[config.mk]
export PLATFORM = sky130hd
export DESIGN_NAME = spi_xfer_seq
export DESIGN_NICKNAME = d
export VERILOG_FILES = /design/src/rtl/spi_seq_pkg.sv /design/src/rtl/spi_seq_fifo.sv /design/src/rtl/spi_seq_irq.sv /design/src/rtl/spi_seq_engine.sv /design/src/rtl/spi_xfer_seq.sv
export SDC_FILE = /design/constraint.sdc
export NUM_CORES = 2
export LEC_CHECK = 0
export CORE_UTILIZATION = 65
export CTS_CLUSTER_SIZE = 25
export DETAILED_ROUTE_END_ITERATION = 8
export GPL_ROUTABILITY_DRIVEN = 0
export PLACE_DENSITY = 0.8
export SLEW_MARGIN = 20
export SYNTH_ARGS = -nofsm -noshare
export SYNTH_HDL_FRONTEND = slang
export SYNTH_SLANG_ARGS = --single-unit
[constraint.sdc]
create_clock -name clk -period 7.9 [get_ports clk]
set_input_delay 1.975 -clock clk [delete_from_list [all_inputs] [get_ports clk]]
set_output_delay 1.975 -clock clk [all_outputs]
set_load 0.03 [all_outputs]
[src/rtl/spi_seq_pkg.sv]
package spi_seq_pkg;

  localparam int LEN_W    = 20;
  localparam int LEN_HI_W = 4;
  localparam int LEN_LO_W = 16;
  localparam int RO_W     = 9;
  localparam int CS_W     = 4;
  localparam int ADDR_W   = 4;

  // register word indices
  localparam logic [ADDR_W-1:0] A_DATA   = 4'd0;
  localparam logic [ADDR_W-1:0] A_CTRL   = 4'd1;
  localparam logic [ADDR_W-1:0] A_CSEL   = 4'd2;
  localparam logic [ADDR_W-1:0] A_TXLH   = 4'd3;
  localparam logic [ADDR_W-1:0] A_TXLL   = 4'd4;
  localparam logic [ADDR_W-1:0] A_RXLH   = 4'd5;
  localparam logic [ADDR_W-1:0] A_RXLL   = 4'd6;
  localparam logic [ADDR_W-1:0] A_RXONLY = 4'd7;
  localparam logic [ADDR_W-1:0] A_SWREQ  = 4'd8;
  localparam logic [ADDR_W-1:0] A_IEN    = 4'd9;
  localparam logic [ADDR_W-1:0] A_ICLR   = 4'd10;
  localparam logic [ADDR_W-1:0] A_IRAW   = 4'd11;
  localparam logic [ADDR_W-1:0] A_IMSK   = 4'd12;
  localparam logic [ADDR_W-1:0] A_STAT   = 4'd13;
  localparam logic [ADDR_W-1:0] A_FRST   = 4'd14;

  // bit positions software relies on
  localparam int TXE_BIT   = 8;
  localparam int RXE_BIT   = 9;
  localparam int BUSY_BIT  = 8;
  localparam int MTX_BIT   = 13;
  localparam int MRX_BIT   = 12;
  localparam int CS_LSB    = 8;
  localparam int ROGO_BIT  = 9;
  localparam int REQTX_BIT = 1;
  localparam int REQRX_BIT = 0;

  typedef enum logic [1:0] {
    WIRE_4    = 2'd0,
    WIRE_3    = 2'd1,
    WIRE_DUAL = 2'd2
  } wire_mode_e;

  function automatic logic [LEN_W-1:0] len_join(input logic [LEN_HI_W-1:0] hi,
                                               input logic [LEN_LO_W-1:0] lo);
    return {hi, lo};
  endfunction

  // true when one more unit brings cnt to len
  function automatic logic reaches(input logic [LEN_W-1:0] cnt,
                                   input logic [LEN_W-1:0] len);
    return ({1'b0, cnt} + {{LEN_W{1'b0}}, 1'b1}) == {1'b0, len};
  endfunction

  // places the two event bits in a 32-bit register word
  function automatic logic [31:0] evt_word(input logic [1:0] v);
    logic [31:0] w;
    w = '0;
    w[TXE_BIT] = v[0];
    w[RXE_BIT] = v[1];
    return w;
  endfunction

endpackage

[src/rtl/spi_seq_fifo.sv]
module spi_seq_fifo #(
  parameter int WORD_W = 32,
  parameter int DEPTH  = 32
) (
  input  logic                    clk,
  input  logic                    rst_n,
  input  logic                    clr,
  input  logic                    push,
  input  logic [WORD_W-1:0]       wdata,
  input  logic                    pop,
  output logic [WORD_W-1:0]       head,
  output logic                    empty,
  output logic                    full,
  output logic [$clog2(DEPTH):0]  level
);
  localparam int AW = $clog2(DEPTH);

  logic [WORD_W-1:0] mem [DEPTH];
  logic [AW:0]       wr_q, rd_q;
  logic              do_push, do_pop;

  always_comb begin
    level   = wr_q - rd_q;
    empty   = (level == '0);
    full    = (level == (AW+1)'(DEPTH));
    do_push = push && !full;
    do_pop  = pop && !empty;
    head    = mem[rd_q[AW-1:0]];
  end

  always_ff @(posedge clk or negedge rst_n) begin
    if (!rst_n) begin
      wr_q <= '0;
      rd_q <= '0;
    end else if (clr) begin
      wr_q <= '0;
      rd_q <= '0;
    end else begin
      if (do_push) wr_q <= wr_q + 1'b1;
      if (do_pop)  rd_q <= rd_q + 1'b1;
    end
  end

  always_ff @(posedge clk) begin
    if (do_push && !clr) mem[wr_q[AW-1:0]] <= wdata;
  end

endmodule

[src/rtl/spi_seq_irq.sv]
module spi_seq_irq (
  input  logic       clk,
  input  logic       rst_n,
  input  logic [1:0] set_evt,
  input  logic       clr_wr,
  input  logic [1:0] clr_bits,
  input  logic [1:0] en,
  output logic [1:0] raw,
  output logic [1:0] masked,
  output logic       irq
);
  logic [1:0] raw_q;
  logic [1:0] clr_mask;

  always_comb begin
    clr_mask = clr_wr ? clr_bits : 2'b00;
    raw      = raw_q;
    masked   = raw_q & en;
    irq      = |masked;
  end

  // a new event wins over a clear in the same cycle
  always_ff @(posedge clk or negedge rst_n) begin
    if (!rst_n) raw_q <= 2'b00;
    else        raw_q <= (raw_q & ~clr_mask) | set_evt;
  end

endmodule

[src/rtl/spi_seq_engine.sv]
module spi_seq_engine
  import spi_seq_pkg::*;
#(
  parameter int WORD_W = 32
) (
  input  logic              clk,
  input  logic              rst_n,
  input  logic              tx_en,
  input  logic              rx_en,
  input  wire_mode_e        wmode,
  input  logic [LEN_W-1:0]  tx_len,
  input  logic [LEN_W-1:0]  rx_len,
  input  logic              ro_start,
  input  logic [RO_W-1:0]   ro_count,
  input  logic              req_tx,
  input  logic              req_rx,
  input  logic              tx_empty,
  input  logic [WORD_W-1:0] tx_head,
  input  logic              rx_full,
  input  logic              frm_done,
  input  logic [WORD_W-1:0] frm_rxd,
  output logic              tx_pop,
  output logic              rx_push,
  output logic [WORD_W-1:0] rx_wdata,
  output logic              frm_start,
  output logic [WORD_W-1:0] frm_txd,
  output logic              tx_busy,
  output logic              ev_tx_end,
  output logic              ev_rx_end,
  output logic [LEN_W-1:0]  tx_cnt,
  output logic [LEN_W-1:0]  rx_cnt,
  output logic              seq_idle
);
  logic            busy_q, frm_tx_q, tx_arm_q, rx_arm_q;
  logic [RO_W-1:0] ro_done_q;
  logic            sw_mode, rx_only, tx_left, rx_left, ro_left;
  logic            can_tx, can_ro, done_now, rx_take;

  always_comb begin
    seq_idle  = !tx_en && !rx_en;
    sw_mode   = (wmode != WIRE_4);
    tx_left   = (tx_cnt != tx_len);
    rx_left   = (rx_cnt != rx_len);
    rx_only   = rx_en && !tx_en;
    can_tx    = tx_en && !busy_q && !tx_empty && tx_left && (!sw_mode || tx_arm_q);
    ro_left   = sw_mode ? (rx_arm_q && rx_left)
                        : (ro_start && (ro_done_q != ro_count) && rx_left);
    can_ro    = rx_only && !busy_q && !rx_full && ro_left;
    done_now  = frm_done && busy_q;
    rx_take   = done_now && rx_en && rx_left;
    tx_pop    = can_tx;
    rx_push   = rx_take;
    rx_wdata  = frm_rxd;
    ev_tx_end = can_tx && reaches(tx_cnt, tx_len);
    ev_rx_end = rx_take && reaches(rx_cnt, rx_len);
    tx_busy   = busy_q && frm_tx_q;
  end

  // frame handshake
  always_ff @(posedge clk or negedge rst_n) begin
    if (!rst_n) begin
      frm_start <= 1'b0;
      frm_txd   <= '0;
      busy_q    <= 1'b0;
      frm_tx_q  <= 1'b0;
    end else begin
      frm_start <= can_tx || can_ro;
      if (can_tx || can_ro) begin
        frm_txd  <= can_tx ? tx_head : '0;
        busy_q   <= 1'b1;
        frm_tx_q <= can_tx;
      end else if (done_now) begin
        busy_q   <= 1'b0;
        frm_tx_q <= 1'b0;
      end
    end
  end

  // length counters
  always_ff @(posedge clk or negedge rst_n) begin
    if (!rst_n) begin
      tx_cnt <= '0;
      rx_cnt <= '0;
    end else if (seq_idle) begin
      tx_cnt <= '0;
      rx_cnt <= '0;
    end else begin
      if (can_tx)  tx_cnt <= tx_cnt + 1'b1;
      if (rx_take) rx_cnt <= rx_cnt + 1'b1;
    end
  end

  // software request arming for 3-wire and dual-line operation
  always_ff @(posedge clk or negedge rst_n) begin
    if (!rst_n) begin
      tx_arm_q <= 1'b0;
      rx_arm_q <= 1'b0;
    end else begin
      if (seq_idle || ev_tx_end)    tx_arm_q <= 1'b0;
      else if (req_tx && sw_mode)   tx_arm_q <= 1'b1;
      if (seq_idle || ev_rx_end)    rx_arm_q <= 1'b0;
      else if (req_rx && sw_mode)   rx_arm_q <= 1'b1;
    end
  end

  // receive-only auto-clock frame count
  always_ff @(posedge clk or negedge rst_n) begin
    if (!rst_n)                         ro_done_q <= '0;
    else if (!ro_start || seq_idle)     ro_done_q <= '0;
    else if (can_ro && !sw_mode)        ro_done_q <= ro_done_q + 1'b1;
  end

endmodule

[src/rtl/spi_xfer_seq.sv]
module spi_xfer_seq
  import spi_seq_pkg::*;
#(
  parameter int WORD_W     = 32,
  parameter int FIFO_DEPTH = 32
) (
  input  logic              clk,
  input  logic              rst_n,
  input  logic              bus_wr,
  input  logic              bus_rd,
  input  logic [3:0]        bus_addr,
  input  logic [31:0]       bus_wdata,
  output logic [31:0]       bus_rdata,
  output logic              frm_start,
  output logic [WORD_W-1:0] frm_txd,
  input  logic              frm_done,
  input  logic [WORD_W-1:0] frm_rxd,
  output logic [3:0]        cs_n,
  output logic              irq
);
  localparam int LVL_W = $clog2(FIFO_DEPTH) + 1;

  // register state
  logic                tx_en_q, rx_en_q, ro_go_q, frst_q;
  wire_mode_e          wmode_q;
  logic [CS_W-1:0]     cs_q;
  logic [LEN_HI_W-1:0] txlh_q, rxlh_q;
  logic [LEN_LO_W-1:0] txll_q, rxll_q;
  logic [RO_W-1:0]     ro_cnt_q;
  logic [1:0]          ien_q;

  // decode
  logic wr_data, wr_iclr, rd_data, req_tx, req_rx;
  logic [1:0] clr_bits;

  // fifo wiring
  logic              tx_pop, tx_empty, tx_full, rx_push, rx_empty, rx_full;
  logic [WORD_W-1:0] tx_head, rx_head, rx_wdata;
  logic [LVL_W-1:0]  tx_level, rx_level;

  // engine / irq wiring
  logic              tx_busy, ev_tx_end, ev_rx_end, seq_idle;
  logic [LEN_W-1:0]  tx_len, rx_len, tx_cnt, rx_cnt;
  logic [1:0]        irq_raw, irq_msk;
  logic              unused_bits;

  always_comb begin
    wr_data  = bus_wr && (bus_addr == A_DATA);
    wr_iclr  = bus_wr && (bus_addr == A_ICLR);
    rd_data  = bus_rd && (bus_addr == A_DATA);
    req_tx   = bus_wr && (bus_addr == A_SWREQ) && bus_wdata[REQTX_BIT];
    req_rx   = bus_wr && (bus_addr == A_SWREQ) && bus_wdata[REQRX_BIT];
    clr_bits = {bus_wdata[RXE_BIT], bus_wdata[TXE_BIT]};
    tx_len   = len_join(txlh_q, txll_q);
    rx_len   = len_join(rxlh_q, rxll_q);
    cs_n     = cs_q;
  end

  assign unused_bits = ^{bus_wdata[31:16], rx_level};

  always_ff @(posedge clk or negedge rst_n) begin
    if (!rst_n) begin
      tx_en_q  <= 1'b0;
      rx_en_q  <= 1'b0;
      wmode_q  <= WIRE_4;
      cs_q     <= '1;
      txlh_q   <= '0;
      txll_q   <= '0;
      rxlh_q   <= '0;
      rxll_q   <= '0;
      ro_cnt_q <= '0;
      ro_go_q  <= 1'b0;
      ien_q    <= 2'b00;
      frst_q   <= 1'b0;
    end else if (bus_wr) begin
      unique case (bus_addr)
        A_CTRL: begin
          tx_en_q <= bus_wdata[MTX_BIT];
          rx_en_q <= bus_wdata[MRX_BIT];
          wmode_q <= wire_mode_e'(bus_wdata[1:0]);
        end
        A_CSEL:   cs_q     <= bus_wdata[CS_LSB +: CS_W];
        A_TXLH:   txlh_q   <= bus_wdata[LEN_HI_W-1:0];
        A_TXLL:   txll_q   <= bus_wdata[LEN_LO_W-1:0];
        A_RXLH:   rxlh_q   <= bus_wdata[LEN_HI_W-1:0];
        A_RXLL:   rxll_q   <= bus_wdata[LEN_LO_W-1:0];
        A_RXONLY: begin
          ro_cnt_q <= bus_wdata[RO_W-1:0];
          ro_go_q  <= bus_wdata[ROGO_BIT];
        end
        A_IEN:    ien_q    <= {bus_wdata[RXE_BIT], bus_wdata[TXE_BIT]};
        A_FRST:   frst_q   <= bus_wdata[0];
        default: ;
      endcase
    end
  end

  always_comb begin
    bus_rdata = '0;
    if (bus_rd) begin
      unique case (bus_addr)
        A_DATA:   bus_rdata[WORD_W-1:0] = rx_empty ? '0 : rx_head;
        A_CTRL: begin
          bus_rdata[MTX_BIT] = tx_en_q;
          bus_rdata[MRX_BIT] = rx_en_q;
          bus_rdata[1:0]     = wmode_q;
        end
        A_CSEL:   bus_rdata[CS_LSB +: CS_W] = cs_q;
        A_TXLH:   bus_rdata[LEN_HI_W-1:0]   = txlh_q;
        A_TXLL:   bus_rdata[LEN_LO_W-1:0]   = txll_q;
        A_RXLH:   bus_rdata[LEN_HI_W-1:0]   = rxlh_q;
        A_RXLL:   bus_rdata[LEN_LO_W-1:0]   = rxll_q;
        A_RXONLY: begin
          bus_rdata[RO_W-1:0]  = ro_cnt_q;
          bus_rdata[ROGO_BIT]  = ro_go_q;
        end
        A_IEN:    bus_rdata = evt_word(ien_q);
        A_IRAW:   bus_rdata = evt_word(irq_raw);
        A_IMSK:   bus_rdata = evt_word(irq_msk);
        A_STAT:   bus_rdata[BUSY_BIT] = tx_busy;
        A_FRST:   bus_rdata[0] = frst_q;
        default: ;
      endcase
    end
  end

  spi_seq_fifo #(.WORD_W(WORD_W), .DEPTH(FIFO_DEPTH)) u_txq (
    .clk(clk), .rst_n(rst_n), .clr(frst_q),
    .push(wr_data), .wdata(bus_wdata[WORD_W-1:0]),
    .pop(tx_pop), .head(tx_head),
    .empty(tx_empty), .full(tx_full), .level(tx_level)
  );

  spi_seq_fifo #(.WORD_W(WORD_W), .DEPTH(FIFO_DEPTH)) u_rxq (
    .clk(clk), .rst_n(rst_n), .clr(frst_q),
    .push(rx_push), .wdata(rx_wdata),
    .pop(rd_data), .head(rx_head),
    .empty(rx_empty), .full(rx_full), .level(rx_level)
  );

  spi_seq_engine #(.WORD_W(WORD_W)) u_eng (
    .clk(clk), .rst_n(rst_n),
    .tx_en(tx_en_q), .rx_en(rx_en_q), .wmode(wmode_q),
    .tx_len(tx_len), .rx_len(rx_len),
    .ro_start(ro_go_q), .ro_count(ro_cnt_q),
    .req_tx(req_tx), .req_rx(req_rx),
    .tx_empty(tx_empty), .tx_head(tx_head), .rx_full(rx_full),
    .frm_done(frm_done), .frm_rxd(frm_rxd),
    .tx_pop(tx_pop), .rx_push(rx_push), .rx_wdata(rx_wdata),
    .frm_start(frm_start), .frm_txd(frm_txd),
    .tx_busy(tx_busy), .ev_tx_end(ev_tx_end), .ev_rx_end(ev_rx_end),
    .tx_cnt(tx_cnt), .rx_cnt(rx_cnt), .seq_idle(seq_idle)
  );

  spi_seq_irq u_irq (
    .clk(clk), .rst_n(rst_n),
    .set_evt({ev_rx_end, ev_tx_end}),
    .clr_wr(wr_iclr), .clr_bits(clr_bits), .en(ien_q),
    .raw(irq_raw), .masked(irq_msk), .irq(irq)
  );

endmodule

-- After elaboration in Yosys (flattened, before gate mapping)
Memory sizes are Yosys's and may differ from the RTL's.
Cells that the tools add are included.
Widths: inputs -> output; s select.
- memories kept: 2
- input bits: 73
- bits in writable memories: 2048
- memory bits (read-only): 0
- output and inout port bits: 70
- logic and storage cells: 176
- bits in latches: 0
- register bits: 173
- memory list (memory ; words ; bits a word ; read ports ; clocked after memory_dff ; wr ports ; RTL line ; source):
    u_rxq.mem ; 32 ; 32 ; 1 ; 0 ; 1 ; spi_seq_fifo.sv:18 ; logic [WORD_W-1:0] mem [DEPTH];
    u_txq.mem ; 32 ; 32 ; 1 ; 0 ; 1 ; spi_seq_fifo.sv:18 ;
- bitwise logic cells: 4
- multiply operators: 0
- magnitude comparators: 0
- shift operators: 0
- equal/unequal tests: 21
- add/sub/neg operators: 11
- reductions and logical operators: 72
- div/mod/pow operators: 0
- multiplexer cells: 40
- operators by type and width (cell ; count):
    $mux 32 ; 3
    $mux 20 ; 4
    $mux 6 ; 8
    $add 20x1->21 const B ; 2
    $eq 21x20->1 ; 2
    $add 20x1->20 const B ; 2
    $ne 20x20->1 ; 2
    $logic_and 1x1->1 ; 33
    $eq 4x4->1 const B ; 7
    $add 6x1->6 const B ; 4
    $reduce_bool 2->1 ; 11
    $mux 9 ; 2
    $reduce_and 2->1 ; 9
    $eq 4x3->1 const B ; 4
    $mux 16 ; 1
    $pmux 1 s8 ; 2
    $pmux 2 s4 ; 2
    $pmux 4 s4 ; 1
    $eq 6x6->1 const B ; 2
    $logic_not 6->1 ; 2
    $mux 1 ; 12
    $pmux 2 s6 ; 1
    $sub 6x6->6 ; 2
    $logic_not 1->1 ; 10
    14 further kinds ; 20

-- Logic depth before layout (Yosys ltp)
- depth after elaboration: 9
- mapped depth: 14
- gate-level depth less buffers: 9

-- Hierarchy
A second synthesis with hierarchy kept.
- cell total of the unflattened synthesis: 4343
- area, all modules: 89368.2 µm²
- modules (own cells, without submodules) (module ; instances ; sequential area each (µm²) ; cells each ; area each (µm²)):
    spi_seq_fifo ; 2 ; 31049.8 ; 1677 ; 40070.9
    spi_seq_engine ; 1 ; 2152.1 ; 684 ; 5773.0
    spi_xfer_seq ; 1 ; 1531.5 ; 296 ; 3358.2
    spi_seq_irq ; 1 ; 50.0 ; 9 ; 95.1

-- Worst setup path before layout
OpenSTA, ideal clock, no wires.
- path type: input to output
- start: input port bus_addr[0]
- end: output port bus_rdata[1]
- stages: 5
- data required time: 5.925 ns
- data arrival time: 3.789 ns
- setup slack: 2.136 ns
- buffers on the path: 1
- cells stage by stage: nor4_1 > o21a_1 > clkbuf_1 > a221oi_1 > nor3_1
- cells in the longest elaborated chain, start to end: 3
- elaborated cells on any way between the ends: 9
- those cells by class: eq/ne: 6; mux: 2; reduce/logical: 1
- RTL lines (what ; RTL line ; source):
    start, declared ; spi_xfer_seq.sv:11 ; input logic [3:0] bus_addr,
    $eq 4x3->1, or another cell as far along ; spi_xfer_seq.sv:101 ; unique case (bus_addr)
    $pmux 1 s7 (*) ; spi_xfer_seq.sv:101 ;
    $mux 32 (*) ; spi_xfer_seq.sv:100 ; if (bus_rd) begin
    end, declared ; spi_xfer_seq.sv:13 ; output logic [31:0] bus_rdata,
Every way passes the cells marked *; elsewhere a longest branch is shown, timed or not.

-- Final worst setup path
- start: input port bus_addr[2]
- end: output port bus_rdata[11]
- cells in the longest elaborated chain, start to end: 3
- elaborated cells on any way between the ends: 6
- those cells by class: eq/ne: 3; mux: 2; reduce/logical: 1
- RTL lines (what ; RTL line):
    $eq 4x3->1, or another cell as far along ; spi_xfer_seq.sv:101
    $pmux 2 s4 (*) ; spi_xfer_seq.sv:101
    $mux 32 (*) ; spi_xfer_seq.sv:100
Marks and branches as above.

==> flow_summary_export.csv <==
group,metric,value,unit
sta,max_slew_margin,21.8,%
yosys,synthArstFlopShare,7.79,%
critical_path,worstPathArrival,4.90,ns
sta,period_share,87.0,%
drt,drc,0,
yosys,synthTopCellsByCount,"2048 x edfxtp_1, 642 x mux4_2, 169 x dfrtp_1",
die,start_util,65.7,%
global_route,grtUsageTotal,35.3,%
global_route,antenna_found_initial,13,
clock_tree,cts-htree-levels,4,
drt,ant_nets,0,
finish,drive_gt1_share,28.1,%
sta,tightest_slew,1.17,ns
critical_path,r2r-start,"u_txq.rd_q[1]",
global_route,grt_max_degree,108,
critical_path,crit_buf_inv,2,
critical_path,endpoint_kind,"output pin",
critical_path,r2r-end,"u_txq.mem[10][31]",
critical_path,path_max_fanout,24,
critical_path,crit_required,5.93,ns
critical_path,r2r_slack,2.23,ns
drt,viasPerCell,7.31,
clock_tree,postCtsSetupRepairBufs,0,
critical_path,worstSetupPathDepth,6,
yosys,synth_edf_count,2048,
power,peakVddDrop,0.376,mV
run_status,status,"finished clean",
clock_tree,cts_buffers,206,
global_route,overflow,0,
sta,final.setup_skew,0.0555,ns
critical_path,criticalPathCategory,"primary input to output pin",
critical_path,max_stage_delay,0.98,ns
sta,layout_setup_ws,1.02,ns
placed_design,dp_slack,1.15,ns
sta,layout_min_cycle_time,6.88,ns
yosys,ys_seq_area_share,74.8,%
die,core,134000,sq um
yosys,yosysUniqueCellTypes,85,
sta,hold_viol,0,
yosys,synthFlopType,"edfxtp_1",
critical_path,cp-start-kind,"primary input",
critical_path,crit_path_frequent_cell,"clkdlybuf4s50_1",
die,die_x,370,um
clock_tree,clk_pin_slew,0.06,ns
sta,setup_violations,0,
die,row_count,134,
clock_tree,cts_resized,0,
clock_tree,cts_sinks,2221,
drt,wl,237000,um
placed_design,place_hpwl,123000,um
drt,drtIter0Drc,6757,
yosys,synth_area_leader_cell,"edfxtp_1",
drt,wl_per_cell,37.5,um
critical_path,cpLargestDelayFamily,"buffers and inverters",
clock_tree,clock-root-buffer,"clkbuf_16",
clock_tree,cts_buffer_depth,3,
placed_design,io_buffers,142,
finish,area_growth,12.7,%
critical_path,crit_path_start,"bus_addr[2]",
yosys,synth.area.top_cells,"edfxtp_1 70%, mux4_2 16%, dfrtp_1 4.8%, mux2_2 0.81%, mux2i_1 0.64%",
yosys,syn_area,88000,sq um
global_route,grt_pass1_wl,338000,um
critical_path,path_cells,"clkdlybuf4s50_1 > nand2b_1 > nor2_1 > a22oi_1 > a31oi_1 > clkdlybuf4s50_1",
yosys,syn-num-nets,4199,
sta,clock.fmax,145,MHz
critical_path,crit_slowest_cell,"clkdlybuf4s50_1",
min_path,whs_path_depth,1,
die,dieArea,137000,sq um
yosys,synthCells,4103,
sta,grt_setup_unrepaired,"no",
global_route,grt_pass1_vias,46970,
die,ioPinCount,143,
yosys,syn_area_per_cell,21.5,sq um
yosys,ys_ff_latch,2221,
power,p_per_area,248,nW/um^2
yosys,yosysMostFrequentCell,"edfxtp_1",
critical_path,crit_end,"bus_rdata[11]",
sta,finalSetupTns,0,ns
clock_tree,ctsHoldBuffers,0,
yosys,yosys_warnings,0,
yosys,yosysTopAreaCellShare,69.9,%
sta,slew_viol_final,0,
clock_tree,cts_tree,"built",
clock_tree,worstSkewPairLatency,0.84,ns
drt,drt-pass1-iter-count,8,
power,p_leak,31.3,nW
die,chipHeight,370,um
finish,nets,4466,
critical_path,r2r_cells,10,
flow_run,maxCapViolCount,0,
min_path,hp-class,"flop to flop",
drt,num_vias,46174,
[layer usage]
| layer | track usage (%) | wire length (um) | vias to the layer above |
|---|---|---|---|
| met1 | 44.6 | 79400 | 24104 |
| met3 | 6.65 | 22300 | 788 |
| li1 | - | - | 17751 |
| met4 | 18.5 | 14000 | 12 |
| met5 | 0 | 75 | - |
| met2 | 59.0 | 121000 | 3519 |
[registers in the layout, summed over array words and instances, names as in the netlist, 6 cells and up]
register	flops
ro_cnt_q	9
u_txq.mem	1024
u_rxq.wr_q	6
u_txq.rd_q	6
u_eng.tx_cnt	20
u_txq.wr_q	6
u_rxq.rd_q	6
u_eng.ro_done_q	9
u_eng.rx_cnt	20
txll_q	16
rxll_q	16
u_eng.frm_txd	32
u_rxq.mem	1024
[kinds of logic after synthesis]
| logic type | synth area share, % |
|---|---|
| AOI/OAI and AO/OA | 2.12 |
| xor gates and xnor gates | 0.955 |
| adders and majority gates | 0.327 |
| buffers and inverters | 1.21 |
| DFF | 74.8 |
| muxes | 17.9 |
| and+or+nand+nor | 2.72 |
[cell type report]
type                            instances  area [sq um]
Clock inverter                        127          1280
Sequential cell                      2221         65900
Tap cell                             1768          2210
Multi-Input combinational cell       1634         21600
Clock buffer                          256          5470
Fill cell                            6873         34800
Inverter                               34           133
Antenna cell                            6          15.0
Timing Repair Buffer                  273          2630
[how the worst min path moves through the flow]
stage                       from                 to  slack (ns)
3_3_place_gp    u_eng.frm_txd[0]   u_eng.frm_txd[0]        0.47
6_report       u_eng.frm_txd[24]  u_eng.frm_txd[24]        0.49
3_5_place_dp    u_eng.frm_txd[6]   u_eng.frm_txd[6]        0.47
2_1_floorplan       u_irq.raw[1]       u_irq.raw[1]        0.47
5_1_grt        u_eng.frm_txd[28]  u_eng.frm_txd[28]        0.50
4_1_cts         u_eng.frm_txd[6]   u_eng.frm_txd[6]        0.49
[placed cells by master (no fill, tap or decap), types with 16 or more instances in the layout]
cell type,Yosys,final
a21oi_1,48,48
a31oi_1,17,17
and3_1,16,16
buf_12,0,28
buf_2,74,18
buf_4,7,126
bufinv_16,0,19
clkbuf_1,113,41
clkbuf_16,0,209
clkdlybuf4s50_1,0,98
clkinv_1,2,46
clkinv_2,0,36
dfrtp_1,169,163
edfxtp_1,2048,2048
ha_1,23,23
inv_1,31,29
mux2_2,63,63
mux2i_1,56,56
mux4_2,642,642
nand2_1,144,144
nand3_1,40,40
nor2_1,131,67
nor2_4,0,65
nor3_1,32,32
nor4_1,23,23
o21ai_0,48,48
o2bb2ai_1,33,33
or3_1,20,20
xnor2_1,41,41
xor2_1,55,55
[power breakdown]
| part | leakage (nW) | internal [W] | switching, W |
|---|---|---|---|
| registers | 20.7 | 0.0130 | 0.000187 |
| logic | 7.30 | 0.000603 | 0.000806 |
| clock network | 3.28 | 0.00556 | 0.00449 |
| total | 31.3 | 0.0191 | 0.00549 |
[worst reg2reg max path, delay by kind of cell, from the launching register on]
| kind | cells | cell delay [ns] |
|---|---|---|
| flops | 1 | 1.05 |
| buf+inv | 2 | 0.58 |
| compound gates | 4 | 1.44 |
| simple gates | 3 | 1.91 |
| fa+ha+maj | 1 | 0.35 |
[metrics by stage]
stage	util, %	instance area [sq um]	hold WS (ns)	total power, W	std cells
floorplan	-	88000	0.474	0.0142	4103
global placement	69.0	92500	0.470	0.0148	5928
detailed placement	69.1	92500	0.474	0.0148	5930
CTS	74.1	99300	0.493	0.0247	6313
global route	74.1	99200	0.497	0.0252	6317
finish	74.1	99200	0.486	0.0246	6319
Note: power is estimated with default switching activity, not from simulation.
